<file path="config.mk">
export PLATFORM = sky130hd
export DESIGN_NAME = uart_rif_top
export DESIGN_NICKNAME = d
export VERILOG_FILES = /design/src/rtl/uart_rif_pkg.sv /design/src/rtl/uart_cfg_regs.sv /design/src/rtl/uart_irq_core.sv /design/src/rtl/uart_rif_top.sv
export SDC_FILE = /design/constraint.sdc
export NUM_CORES = 1
export LEC_CHECK = 0
export ABC_AREA = 1
export BUFFER_PORTS_ARGS = -buffer_cell sky130_fd_sc_hd__buf_2
export CORE_MARGIN = 5
export CORE_UTILIZATION = 47
export DETAILED_ROUTE_END_ITERATION = 8
export MAX_ROUTING_LAYER = met4
export PLACE_DENSITY = 0.78
export SETUP_SLACK_MARGIN = 0.2
export SLEW_MARGIN = 20
export SYNTH_ARGS = -nofsm -noshare
export SYNTH_HDL_FRONTEND = slang
export SYNTH_HIERARCHICAL = 1
export SYNTH_SLANG_ARGS = --single-unit
</file>
<file path="constraint.sdc">
create_clock -name clk -period 1.65 [get_ports clk]
set_clock_uncertainty 0.15 [all_clocks]
set_input_delay 0.165 -clock clk [delete_from_list [all_inputs] [get_ports clk]]
set_output_delay 0.165 -clock clk [all_outputs]
set_load 0.005 [all_outputs]
</file>
<file path="src/rtl/uart_rif_pkg.sv">
package uart_rif_pkg;
  localparam int NSRC  = 11;
  localparam int NIRQ  = 6;

  // word-aligned byte offsets
  localparam logic [11:0] A_DATA  = 12'h000;
  localparam logic [11:0] A_FLAG  = 12'h018;
  localparam logic [11:0] A_IRDA  = 12'h020;
  localparam logic [11:0] A_BINT  = 12'h024;
  localparam logic [11:0] A_BFRC  = 12'h028;
  localparam logic [11:0] A_LINE  = 12'h02C;
  localparam logic [11:0] A_CTRL  = 12'h030;
  localparam logic [11:0] A_FLVL  = 12'h034;
  localparam logic [11:0] A_MASK  = 12'h038;
  localparam logic [11:0] A_RAW   = 12'h03C;
  localparam logic [11:0] A_MSKD  = 12'h040;
  localparam logic [11:0] A_CLR   = 12'h044;
  localparam logic [11:0] A_DMA   = 12'h048;
  localparam logic [11:0] A_IDBASE = 12'hFE0;

  localparam int B_TX = 5;

  localparam logic [NSRC-1:0] G_ALL   = 11'h7FF;
  localparam logic [NSRC-1:0] G_RX    = 11'h010;
  localparam logic [NSRC-1:0] G_TX    = 11'h020;
  localparam logic [NSRC-1:0] G_RT    = 11'h040;
  localparam logic [NSRC-1:0] G_MODEM = 11'h00F;
  localparam logic [NSRC-1:0] G_ERR   = 11'h780;

  function automatic logic [NSRC-1:0] line_group(input int idx);
    case (idx)
      0: line_group = G_ALL;
      1: line_group = G_RX;
      2: line_group = G_TX;
      3: line_group = G_RT;
      4: line_group = G_MODEM;
      default: line_group = G_ERR;
    endcase
  endfunction

  function automatic logic [7:0] id_byte(input logic [2:0] idx);
    case (idx)
      3'd0: id_byte = 8'h11;
      3'd1: id_byte = 8'h10;
      3'd2: id_byte = 8'h14;
      3'd3: id_byte = 8'h00;
      3'd4: id_byte = 8'h0D;
      3'd5: id_byte = 8'hF0;
      3'd6: id_byte = 8'h05;
      default: id_byte = 8'hB1;
    endcase
  endfunction
endpackage

</file>
<file path="src/rtl/uart_cfg_regs.sv">
module uart_cfg_regs #(
  parameter int IBAUD_W = 16,
  parameter int FBAUD_W = 6,
  parameter int LINE_W  = 8,
  parameter int CTRL_W  = 16,
  parameter int FLVL_W  = 6,
  parameter int IRDA_W  = 8,
  parameter int DMA_W   = 3,
  parameter logic [FLVL_W-1:0] FLVL_RST = 6'h12
) (
  input  logic               clk,
  input  logic               rst,
  input  logic               we,
  input  logic [11:0]        addr,
  input  logic [31:0]        wdata,
  output logic [IBAUD_W-1:0] baud_int,
  output logic [FBAUD_W-1:0] baud_frac,
  output logic [LINE_W-1:0]  line_cfg,
  output logic [CTRL_W-1:0]  ctl_cfg,
  output logic [FLVL_W-1:0]  fifo_lvl,
  output logic [IRDA_W-1:0]  irda_div,
  output logic [DMA_W-1:0]   dma_cfg
);
  import uart_rif_pkg::*;

  always_ff @(posedge clk) begin
    if (rst) begin
      baud_int  <= '0;
      baud_frac <= '0;
      line_cfg  <= '0;
      ctl_cfg   <= '0;
      fifo_lvl  <= FLVL_RST;
      irda_div  <= '0;
      dma_cfg   <= '0;
    end else if (we) begin
      case (addr)
        A_BINT: baud_int  <= wdata[IBAUD_W-1:0];
        A_BFRC: baud_frac <= wdata[FBAUD_W-1:0];
        A_LINE: line_cfg  <= wdata[LINE_W-1:0];
        A_CTRL: ctl_cfg   <= wdata[CTRL_W-1:0];
        A_FLVL: fifo_lvl  <= wdata[FLVL_W-1:0];
        A_IRDA: irda_div  <= wdata[IRDA_W-1:0];
        A_DMA:  dma_cfg   <= wdata[DMA_W-1:0];
        default: ;
      endcase
    end
  end
endmodule

</file>
<file path="src/rtl/uart_irq_core.sv">
module uart_irq_core #(
  parameter int NSRC = 11,
  parameter int NIRQ = 6
) (
  input  logic            clk,
  input  logic            rst,
  input  logic            mask_we,
  input  logic            clr_we,
  input  logic            tx_we,
  input  logic [NSRC-1:0] wval,
  input  logic [NSRC-1:0] evt_set,
  output logic [NSRC-1:0] raw_q,
  output logic [NSRC-1:0] mask_q,
  output logic [NIRQ-1:0] irq_q
);
  import uart_rif_pkg::*;

  logic [NSRC-1:0] set_vec;
  logic [NSRC-1:0] clr_vec;
  logic [NSRC-1:0] masked;

  always_comb begin
    set_vec = evt_set;
    if (tx_we) set_vec[B_TX] = 1'b1;
    clr_vec = clr_we ? wval : '0;
    masked  = raw_q & mask_q;
  end

  always_ff @(posedge clk) begin
    if (rst) begin
      raw_q  <= '0;
      mask_q <= '0;
    end else begin
      raw_q <= (raw_q & ~clr_vec) | set_vec;
      if (mask_we) mask_q <= wval;
    end
  end

  for (genvar g = 0; g < NIRQ; g++) begin : g_line
    localparam logic [NSRC-1:0] GRP = line_group(g);
    always_ff @(posedge clk) begin
      if (rst) irq_q[g] <= 1'b0;
      else     irq_q[g] <= |(masked & GRP);
    end
  end
endmodule

</file>
<file path="src/rtl/uart_rif_top.sv">
module uart_rif_top #(
  parameter int ADDR_W  = 12,
  parameter int IBAUD_W = 16,
  parameter int FBAUD_W = 6,
  parameter int RXW_W   = 12,
  parameter int FLAG_W  = 9
) (
  input  logic               clk,
  input  logic               rst,
  input  logic               bus_wr,
  input  logic               bus_rd,
  input  logic [ADDR_W-1:0]  bus_addr,
  input  logic [31:0]        bus_wdata,
  output logic [31:0]        bus_rdata,
  input  logic [RXW_W-1:0]   rx_word,
  input  logic [FLAG_W-1:0]  line_flags,
  input  logic [10:0]        evt_set,
  output logic               rx_pop,
  output logic               tx_strobe,
  output logic [7:0]         tx_byte,
  output logic [5:0]         irq_out,
  output logic [IBAUD_W-1:0] baud_int,
  output logic [FBAUD_W-1:0] baud_frac,
  output logic [7:0]         line_cfg,
  output logic [15:0]        ctl_cfg,
  output logic [5:0]         fifo_lvl,
  output logic [7:0]         irda_div,
  output logic [2:0]         dma_cfg
);
  import uart_rif_pkg::*;

  logic [11:0]     waddr;
  logic [NSRC-1:0] raw_q;
  logic [NSRC-1:0] mask_q;
  logic [31:0]     rd_mux;

  assign waddr = {bus_addr[11:2], 2'b00};

  uart_cfg_regs #(
    .IBAUD_W(IBAUD_W), .FBAUD_W(FBAUD_W)
  ) u_cfg (
    .clk(clk), .rst(rst), .we(bus_wr), .addr(waddr), .wdata(bus_wdata),
    .baud_int(baud_int), .baud_frac(baud_frac), .line_cfg(line_cfg),
    .ctl_cfg(ctl_cfg), .fifo_lvl(fifo_lvl), .irda_div(irda_div),
    .dma_cfg(dma_cfg)
  );

  uart_irq_core #(.NSRC(NSRC), .NIRQ(NIRQ)) u_irq (
    .clk(clk), .rst(rst),
    .mask_we(bus_wr && waddr == A_MASK),
    .clr_we(bus_wr && waddr == A_CLR),
    .tx_we(bus_wr && waddr == A_DATA),
    .wval(bus_wdata[NSRC-1:0]),
    .evt_set(evt_set),
    .raw_q(raw_q), .mask_q(mask_q), .irq_q(irq_out)
  );

  always_comb begin
    rd_mux = '0;
    if (waddr >= A_IDBASE) begin
      rd_mux[7:0] = id_byte(waddr[4:2]);
    end else begin
      case (waddr)
        A_DATA: rd_mux[RXW_W-1:0]   = rx_word;
        A_FLAG: rd_mux[FLAG_W-1:0]  = line_flags;
        A_IRDA: rd_mux[7:0]         = irda_div;
        A_BINT: rd_mux[IBAUD_W-1:0] = baud_int;
        A_BFRC: rd_mux[FBAUD_W-1:0] = baud_frac;
        A_LINE: rd_mux[7:0]         = line_cfg;
        A_CTRL: rd_mux[15:0]        = ctl_cfg;
        A_FLVL: rd_mux[5:0]         = fifo_lvl;
        A_MASK: rd_mux[NSRC-1:0]    = mask_q;
        A_RAW:  rd_mux[NSRC-1:0]    = raw_q;
        A_MSKD: rd_mux[NSRC-1:0]    = raw_q & mask_q;
        A_DMA:  rd_mux[2:0]         = dma_cfg;
        default: rd_mux = '0;
      endcase
    end
  end

  always_ff @(posedge clk) begin
    if (rst) begin
      bus_rdata <= '0;
      rx_pop    <= 1'b0;
      tx_strobe <= 1'b0;
      tx_byte   <= '0;
    end else begin
      if (bus_rd) bus_rdata <= rd_mux;
      rx_pop    <= bus_rd && waddr == A_DATA;
      tx_strobe <= bus_wr && waddr == A_DATA;
      if (bus_wr && waddr == A_DATA) tx_byte <= bus_wdata[7:0];
    end
  end
endmodule

</file>
==> results of run 1 <==
## final cells by class
cell class,instances,area [um2],share of cell area [%]
sequential,117,2342,26.92
timing repair buffer,267,1832,21.05
tap,176,220.2,2.531
inverter,71,280.3,3.221
clock inverter,13,178.9,2.056
multi-input combinational,713,3395,39.01
clock buffer,19,452.9,5.206
## registers in the layout, indices dropped and copies added (netlist names)
| signal | count |
|---|---|
| u_cfg/line_cfg | 8 |
| u_cfg/baud_int | 16 |
| u_cfg/irda_div | 8 |
| u_cfg/fifo_lvl | 6 |
| u_irq/mask_q | 11 |
| u_irq/raw_q | 11 |
| bus_rdata | 16 |
| tx_byte | 8 |
| u_cfg/ctl_cfg | 16 |
| u_irq/irq_q | 6 |
| rx_pop | 1 |
| u_cfg/baud_frac | 6 |
| tx_strobe | 1 |
| u_cfg/dma_cfg | 3 |
## timing repair
action / 4_1_cts / 5_1_grt
hold buffers: 32 / 0
setup endpoints to repair: 0 / 10
resized for setup: 0 / 5
hold endpoints to repair: 48 / 0
## routing by layer
metal	vias up	global-route usage, %	wire length [um]
li1	3530	-	-
met1	3374	37.95	9361
met2	470	43.96	10500
met3	69	6.641	2555
met4	0	11.92	785
met5	-	-	0
## worst max-delay path, cell delays in order
cell	delay, ps
buf_2	120
nor2_4	160
buf_12	130
nand2_4	50
nor2_2	120
buf_4	170
nand2_4	80
nor2_4	140
buf_4	170
o21ai_0	110
a21oi_1	140
## synthesized netlist by cell type (all sizes together), types with 2 or more instances
| cell | count | area, um2 |
|---|---|---|
| nor3 | 4 | 25.02 |
| dfxtp | 117 | 2342 |
| nand2 | 219 | 839.6 |
| nor2 | 180 | 820.8 |
| o21ai | 49 | 279.0 |
| nand4 | 10 | 62.56 |
| a21oi | 87 | 461.7 |
| clkbuf | 6 | 23.77 |
| nand3 | 137 | 708.2 |
| a22o | 4 | 35.03 |
| inv | 70 | 267.8 |
| nor4 | 2 | 27.53 |
| buf | 57 | 456.7 |
## worst max path at each step
stage                             from               to  slack (ps)  depth (start not counted)
after CTS                  bus_addr[9]     bus_rdata[3]         270                         12
final                     bus_addr[11]  u_irq/mask_q[1]         300                         11
after global routing       bus_addr[9]    bus_rdata[10]         190                         13
after detailed placement   bus_addr[9]     bus_rdata[3]        -160                         12
after global placement     bus_addr[9]     bus_rdata[3]        -140                         12
after floorplan           bus_addr[11]  u_irq/mask_q[0]         200                         11
## kinds of logic (layout without fill, tap and decap cells)
| group | Yosys count | count (layout) | share of synthesized area [%] |
|---|---|---|---|
| AND/OR/NAND/NOR | 555 | 555 | 39.26 |
| buffers and inverters | 134 | 370 | 11.79 |
| other | 1 | 18 | 0.05880 |
| AO/OA/AOI/OAI | 140 | 140 | 12.16 |
| flip-flops | 117 | 117 | 36.73 |
## stage by stage
step / utilization [%] / hold WS, ps / worst slack (ps)
floorplan: - / 91.79 / 201.6
global route: 65.44 / 40.12 / 191.5
CTS: 65.35 / 20.96 / 274.4
detailed placement: 58.19 / 240.3 / -159.6
global placement: 58.19 / 227.2 / -144.6
finish: 65.44 / 40.34 / 295.6
## power by group through the flow
stage	sequential [mW]	combinational (mW)	clock [mW]
2_1_floorplan	2.93	0.319	0
3_3_place_gp	2.94	0.566	0
3_5_place_dp	2.94	0.571	0
4_1_cts	2.88	0.634	3.98
5_1_grt	2.89	0.700	4.12
6_report	2.89	0.650	3.96
==> reports/qor.txt, run 1 <==
Num CTS Buffers - 17
Placed Cells - 1312
Most used DFF post-synth - dfxtp_1
Die width - 126.5 um
Final setup violating endpoints - 0
Initial DRC count - 827
Reg-to-reg endpoint - bus_rdata[1]
Area post-placement - 7736 um2
H-tree Lvls - 4
Max VDD drop - 0.0006888 V
CP Max Fanout - 7
Detail Route Antenna Nets - 0
Crit start category - primary input
First-pass GRT wire length - 36110 um
Setup Buffers After CTS - 0
CP arrival - 1550 ps
Total chip power - 7.500 mW
Beginning of the worst hold path - line_flags[0]
Most frequent cells in the layout - nand2_1 (212), nor2_1 (156), buf_2 (156), nand3_1 (134), dfxtp_1 (117)
Sequential power share - 38.5%
Min Tclk post-route - 1354 ps
DRT Pass-1 Iters - 6
Area of the core - 13300 um2
Layout fillers - 1143
Vias per Instance - 5.409
Worst hold path depth - 5
DRC - 0
Hold EP - bus_rdata[0]
Final nets - 1267
Ant diodes - 0
I/O Buffers - 156
Type of the worst min-delay path - primary input to register
Setup tns final - 0 ps
Net Sw Power - 1.790 mW
Share of post-route cells with drive strength above 1 - 27.83%
Detailed-route via count - 7443
Slew Limit Fails - 0
TritonCTS clock tree - done
Worst Reg2Reg Path Length in Cells - 8
Share of the yosys chip area belonging to registers - 36.73%
Most common cell after layout, fill and taps aside - nand2_1
Synthesized instance count - 947
Routed Wire Length - 23200 um
Worst Path Required - 1840 ps
Clock-pin slew on the worst setup and hold paths - 50 ps
Ys async rst share - 0%
Vias in the first global route - 6831
Pwr/cell area - 862.0 nW/um2
Post-Syn Area per Cell - 6.734 um2
Unrepaired setup endpoints after global routing - no
Routability cong. - 0.9598
Outcome - finished clean
Reg2reg start - u_irq/raw_q[1]
Post-DP HPWL - 16710 um
Post-Layout Cell Count - 1376
#FFs+latches synth - 117
Clock power share - 52.9%
Type of destination of the critical path - register
Clk buf depth - 2
EDFF count, synth - 0
Largest net degree at the start of global routing - 44
Max-capacitance violation count - 0
Initial antenna violation count - 0
Sink Count - 117
Die ar. - 16000 um2
Die height - 126.5 um
Static leakage - 4.315 nW
Yosys cell types - 37
Tcrit/Tclk final - 82.09%
# IOs - 191
Worst skew pair latency - 430 ps
Critical path class - primary input to register
Tot GR Track Use - 29.20%
Std cell rows - 42
Final hold vios - 0
Synth Cell Area - 6377 um2
Cell Int Power - 5.710 mW
GRT overflow - 0
Switching Fraction - 23.86%
F_max - 738.3 MHz
Logic pwr share - 8.7%
Root Driver - clkbuf_16
Routed len/inst - 16.86 um
Post-route cell area - 8701 um2
Initial Util - 47.97%
Yosys warns - 6
Reg2reg setup slack - 410 ps
Layout area overhead - 36.43%
(Power assumes the default switching activity.)
==> run 2: changes to the inputs <==
==> constraint.sdc (replaced) <==
create_clock -name clk -period 1.1 [get_ports clk]
set_clock_uncertainty 0.15 [all_clocks]
set_input_delay 0.11 -clock clk [delete_from_list [all_inputs] [get_ports clk]]
set_output_delay 0.11 -clock clk [all_outputs]
set_load 0.005 [all_outputs]
==> reports/qor.txt, run 2 <==
Worst ep type - register data pin
Post-DP HPWL - 18000 um
H-tree Lvls - 4
Die height - 126.5 um
Ys async rst share - 0%
Synthesized instance count - 947
Die width - 126.5 um
Share of the yosys chip area belonging to registers - 36.73%
Worst Endpoint after GRT Repair - bus_rdata[3]$_SDFFE_PP0P_/D
Synth Cell Area - 6377 um2
Exit stage - global routing
Std cell rows - 42
Share of the synthesized area in the top cell type - 36.73%
Area contributors post-synth - dfxtp_1 (37%), nand2_1 (13%), nand3_1 (11%)
Yosys warns - 6
I/O Buffers - 156
Largest net degree at the start of global routing - 44
Dominant cell type by area after synthesis - dfxtp_1
Root Driver - clkbuf_16
Clk buf depth - 2
Post-synth top cells - nand2_1 (214), nor2_1 (159), nand3_1 (134)
Sink Count - 117
Post-Syn Area per Cell - 6.734 um2
Initial Util - 47.97%
Area post-placement - 8601 um2
# IOs - 191
Most numerous cell in the Yosys netlist - nand2_1
Yosys cell types - 37
#FFs+latches synth - 117
Routability cong. - 1.004
Outcome - aborted with a tool error
EDFF count, synth - 0
Most used DFF post-synth - dfxtp_1
Num CTS Buffers - 17
Error - [ERROR DPL-0038] Utilization greater than 100%, impossible to legalize
## run 2: kinds of logic after synthesis
family	count (synthesis)	share of synthesized area (%)
AO/OA/AOI/OAI	140	12.16
buffers and inverters	134	11.79
flip-flops	117	36.73
other	1	0.05880
AND/OR/NAND/NOR	555	39.26
## run 2: repair_timing
item                       in CTS
hold buffers                   30
setup endpoints to repair     208
gates resized for setup       355
pin swaps                      83
setup buffers                  84
cloned                         19
hold endpoints to repair       54
## run 2: per-stage QoR
step                worst slack [ps]  hold WS, ps  std cells  utilization [%]  TNS (ps)
floorplan                     -278.2        36.79        964                -     -9442
global placement              -634.7        186.4       1364            64.69    -45210
detailed placement            -670.9        189.9       1364            64.69    -47620
CTS                           -144.8       -110.9       1528            88.56     -9388
==> run 3: changes to the inputs <==
--- a/config.mk
+++ b/config.mk
@@ -8,11 +8,9 @@
 export ABC_AREA = 1
 export BUFFER_PORTS_ARGS = -buffer_cell sky130_fd_sc_hd__buf_2
 export CORE_MARGIN = 5
-export CORE_UTILIZATION = 47
+export CORE_UTILIZATION = 35
 export DETAILED_ROUTE_END_ITERATION = 8
-export MAX_ROUTING_LAYER = met4
-export PLACE_DENSITY = 0.78
-export SETUP_SLACK_MARGIN = 0.2
+export PLACE_DENSITY_LB_ADDON = 0.15
 export SLEW_MARGIN = 20
 export SYNTH_ARGS = -nofsm -noshare
 export SYNTH_HDL_FRONTEND = slang
==> constraint.sdc (replaced) <==
create_clock -name clk -period 1.43 [get_ports clk]
set_clock_uncertainty 0.15 [all_clocks]
set_input_delay 0.143 -clock clk [delete_from_list [all_inputs] [get_ports clk]]
set_output_delay 0.143 -clock clk [all_outputs]
set_load 0.005 [all_outputs]
==> reports/qor.txt, run 3 (synthesis gave the netlist of run 1 again) <==
Final setup violating endpoints - 0
Multi-input gate area - 3415 um2
Placed Cells - 1364
Sink Count - 117
Logic pwr share - 9.6%
DRT Pass-1 Iters - 6
Sequential power share - 42.5%
CP delay by family, top - simple AND/OR/NAND/NOR gates
Layout fillers - 1905
Detailed-route via count - 7051
Share of post-route cells with drive strength above 1 - 27.51%
Largest net degree at the start of global routing - 48
Root Driver - clkbuf_16
Worst Reg2Reg Path Length in Cells - 6
Routability cong. - 0.9530
Outcome - finished clean
Reg2reg start - u_cfg/dma_cfg[0]
Worst skew pair latency - 420 ps
Slowest-stage cell, CP - dfxtp_1
Area of the core - 17960 um2
Min Tclk post-route - 1387 ps
# IOs - 191
Net Sw Power - 1.941 mW
Num CTS Buffers - 17
Tot GR Track Use - 22.89%
I/O Buffers - 156
Worst Path Required - 1580 ps
Biggest regs - bus_rdata: 16 flops, u_cfg/baud_int: 16 flops, u_cfg/ctl_cfg: 16 flops
Die width - 145.0 um
CP arrival - 1530 ps
Cell Int Power - 5.896 mW
Util after Layout - 48.17%
Area post-placement - 7795 um2
Crit path cell chain - nand4_1 > o21ai_0 > nor2_1 > nand2_1 > nor3_1 > nor2_1
Switching Fraction - 24.77%
Routed Wire Length - 24540 um
GRT overflow - 0
Slew Limit Fails - 0
Die height - 145.0 um
Clock power share - 47.9%
Die ar. - 21020 um2
Initial DRC count - 560
Crit start category - register
Post-route cell area - 8653 um2
Most used cell, CP - nor2_1
CP bufs+invs - 0
Type of destination of the critical path - register
DRC - 0
Max-capacitance violation count - 0
Final nets - 1266
Top layer reached by signal wires - met4
Reg2reg setup slack - 40 ps
CP max stage delay - 330 ps
Ant diodes - 0
First-pass GRT wire length - 38440 um
Worst hold path depth - 7
Reg-to-reg endpoint - bus_rdata[0]
Hold EP - bus_rdata[2]
Detail Route Antenna Nets - 0
Std cell rows - 49
Max VDD drop - 0.0008854 V
Post-Layout Cell Count - 1425
Most frequent cells in the layout - nand2_1 (211), buf_2 (156), nor2_1 (153), nand3_1 (134), dfxtp_1 (117)
Layout area overhead - 35.69%
Met3 wire length - 1685 um
Tcrit/Tclk final - 96.99%
Clk buf depth - 2
Final hold slack - 22.68 ps
Static leakage - 4.276 nW
Critical path class - register to register
Clock-pin slew on the worst setup and hold paths - 50 ps
Routed len/inst - 17.22 um
H-tree Lvls - 4
Most common cell after layout, fill and taps aside - nand2_1
Initial antenna violation count - 0
Pwr/cell area - 905.6 nW/um2
Unrepaired setup endpoints after global routing - yes
Register area - 2342 um2
Routed met2 length - 11070 um
Final hold vios - 0
Beginning of the worst hold path - rx_word[2]
F_max - 721.0 MHz
TritonCTS clock tree - done
Vias in the first global route - 6817
CP Max Fanout - 3
M1 WL - 11200 um
Initial Util - 35.50%
Type of the worst min-delay path - primary input to register
Post-DP HPWL - 18730 um
Vias per Instance - 4.948
==> run 3: power by group through the flow <==
stage	sequential [mW]	combinational [mW]	clock [mW]
global placement	3.40	0.670	0
CTS	3.33	0.738	3.81
detailed placement	3.40	0.669	0
global route	3.33	0.816	3.98
floorplan	3.38	0.368	0
finish	3.33	0.750	3.76
==> run 3: final cells by class <==
cell class | instances | share of cell area [%]
clock inverter | 5 | 0.3181
multi-input combinational | 713 | 39.46
clock buffer | 24 | 5.567
inverter | 71 | 3.195
tap | 229 | 3.311
sequential | 117 | 27.07
timing repair buffer | 266 | 21.08
==> run 3: metrics by stage <==
stage	power, mW	setup TNS [ps]	setup slack (ps)
floorplan	3.752	0	3.573
global placement	4.067	-16310	-300.0
detailed placement	4.066	-18900	-337.3
CTS	7.878	0	48.97
global route	8.131	-20.46	-13.60
finish	7.836	0	43.11
==> run 3: per-layer routing <==
layer	global-route usage, %	up-vias
met2	36.21	281
met1	30.98	3215
met4	7.156	0
met3	5.394	35
met5	0	-
li1	-	3520
==> run 3: worst max path at each step <==
stage                     startpoint              end  slack (ps)  cells past startpoint
finish              u_cfg/dma_cfg[0]     bus_rdata[0]          40                      6
global route            bus_addr[11]     bus_rdata[4]         -10                     11
CTS                 u_cfg/dma_cfg[0]     bus_rdata[0]          50                      6
detailed placement       bus_addr[9]     bus_rdata[1]        -340                     11
global placement        bus_addr[11]     bus_rdata[4]        -300                     11
floorplan               bus_addr[11]  u_irq/mask_q[0]           4                     11
==> run 3: tightest hold or removal path, cell delays in order <==
cell and delay (ps):
buf_2 100, nand2_1 50, nand2_1 50, nor2_1 40
nand3_1 70, nor2_1 40, nor2_1 60
==> run 3: what timing repair did <==
item,4_1_cts,5_1_grt
setup buffers,0,0
hold endpoints to repair,56,0
resized for setup,0,9
setup endpoints to repair,0,16
hold buffers,32,0
==> run 4: changes to the inputs <==
--- a/config.mk
+++ b/config.mk
@@ -10,6 +10,7 @@
 export CORE_MARGIN = 5
 export CORE_UTILIZATION = 35
 export DETAILED_ROUTE_END_ITERATION = 8
+export MAX_ROUTING_LAYER = met4
 export PLACE_DENSITY_LB_ADDON = 0.15
 export SLEW_MARGIN = 20
 export SYNTH_ARGS = -nofsm -noshare
==> reports/qor.txt, run 4 (synthesis gave the netlist of run 1 again) <==
Clk buf depth - 2
DRC - 0
CP delay by family, top - flip-flops
Num CTS Buffers - 17
Slowest-stage cell, CP - dfxtp_1
I/O Buffers - 156
Layout fillers - 1870
Static leakage - 4.300 nW
Max-capacitance violation count - 0
First-pass GRT wire length - 38120 um
Tot GR Track Use - 23.67%
Unrepaired setup endpoints after global routing - yes
Clock power share - 50.7%
Die ar. - 21020 um2
Worst skew pair latency - 430 ps
Area of the core - 17960 um2
Switching Fraction - 26.47%
Critical path class - register to primary output
Detail Route Antenna Nets - 0
Most common cell after layout, fill and taps aside - nand2_1
TritonCTS clock tree - done
Sink Count - 117
# IOs - 191
Final hold slack - 13.29 ps
Initial DRC count - 532
H-tree Lvls - 4
Outcome - finished clean
Worst setup margin - 111.5 ps
Final nets - 1267
Final hold vios - 0
Routed len/inst - 17.23 um
Most frequent cells in the layout - nand2_1 (212), nor2_1 (156), buf_2 (156), nand3_1 (134), dfxtp_1 (117)
Setup Buffers After CTS - 0
Std cell rows - 49
Final setup violating endpoints - 0
Logic pwr share - 9.1%
Ant diodes - 0
Routability cong. - 0.9023
Type of the worst min-delay path - primary input to register
Net Sw Power - 2.192 mW
Largest net degree at the start of global routing - 48
Max VDD drop - 0.0008213 V
F_max - 758.4 MHz
Biggest regs - bus_rdata: 16 flops, u_cfg/baud_int: 16 flops, u_cfg/ctl_cfg: 16 flops
DRT Pass-1 Iters - 5
Place WS - -309.6 ps
Register area - 2342 um2
Vias per Instance - 4.922
Setup tns final - 0 ps
Sequential power share - 40.2%
Initial antenna violation count - 0
Pwr/cell area - 951.6 nW/um2
Slew Limit Fails - 0
Total chip power - 8.282 mW
Tcrit/Tclk final - 92.20%
Initial Util - 35.50%
Crit start category - register
CP Max Fanout - 3
Share of post-route cells with drive strength above 1 - 27.83%
Vias in the first global route - 6744
Clock-pin slew on the worst setup and hold paths - 60 ps
Worst Path Required - 1140 ps
GRT overflow - 0
Multi-input gate area - 3396 um2
Cell Int Power - 6.090 mW
Detailed-route via count - 7033
CP bufs+invs - 1
Die width - 145.0 um
Routed Wire Length - 24630 um
Die height - 145.0 um
Root Driver - clkbuf_16
Post-DP HPWL - 18680 um
Type of destination of the critical path - primary output
Crit path cell chain - buf_2
CP arrival - 1030 ps
Min Tclk post-route - 1319 ps
CP max stage delay - 440 ps
Layout area overhead - 36.47%
## run 4: changes by cell type in the layout (fill, tap and decap cells not counted), sizes merged
cell      delta
clkinvlp     +2
buf          +1
bufinv       +1
clkbuf       -5
inv          +4
clkinv       +1
## run 4: layer usage
layer	part of all wire, %	up-vias	track usage [%]
met5	0	-	-
met4	2.4	0	7.957
met3	7.0	43	4.334
met2	46	280	36.62
met1	45	3182	31.24
li1	-	3528	-
## run 4: what timing repair did
item | in CTS | in global routing
setup endpoints to repair | 0 | 5
hold buffers | 32 | 0
hold endpoints to repair | 58 | 0
gates resized for setup | 0 | 5
## run 4: path summary, 6_finish.rpt
path                     startpoint             to  slack (ps)  cells past startpoint
hold reg to reg       bus_rdata[10]  bus_rdata[10]         310                      2
setup reg to reg     u_irq/raw_q[8]   bus_rdata[8]         130                      6
hold / removal           rx_word[0]   bus_rdata[0]          10                      5
setup / recovery  u_cfg/fifo_lvl[5]    fifo_lvl[5]         110                      1
## run 4: final cells by class
type | count | area share, %
clock inverters | 13 | 1.380
flip-flops and latches | 117 | 26.91
inverters | 71 | 3.148
repair buffers | 267 | 21.05
clock buffers | 19 | 5.204
well taps | 229 | 3.292
multi-input cells | 713 | 39.02
## run 4: worst reg2reg max path, delay by kind of cell (launching register included)
family           cells  cell delay [ps]
AO/OA/AOI/OAI        2              380
flip-flops           1              420
AND/OR/NAND/NOR      4              290
## run 4: metrics by stage
stage	instance area, um2	std cells	utilization [%]
after CTS	8696	1429	48.41
after floorplan	6492	964	-
after detailed placement	7802	1365	43.44
after global placement	7802	1365	43.44
after global routing	8703	1429	48.45
final	8703	1429	48.45
## run 4: power groups by stage
stage          clock network [mW]  registers [mW]  logic [mW]
2_1_floorplan                   0            3.38       0.368
3_3_place_gp                    0            3.40       0.681
3_5_place_dp                    0            3.40       0.680
4_1_cts                      4.27            3.33       0.750
5_1_grt                      4.43            3.33       0.820
6_report                     4.20            3.33       0.754
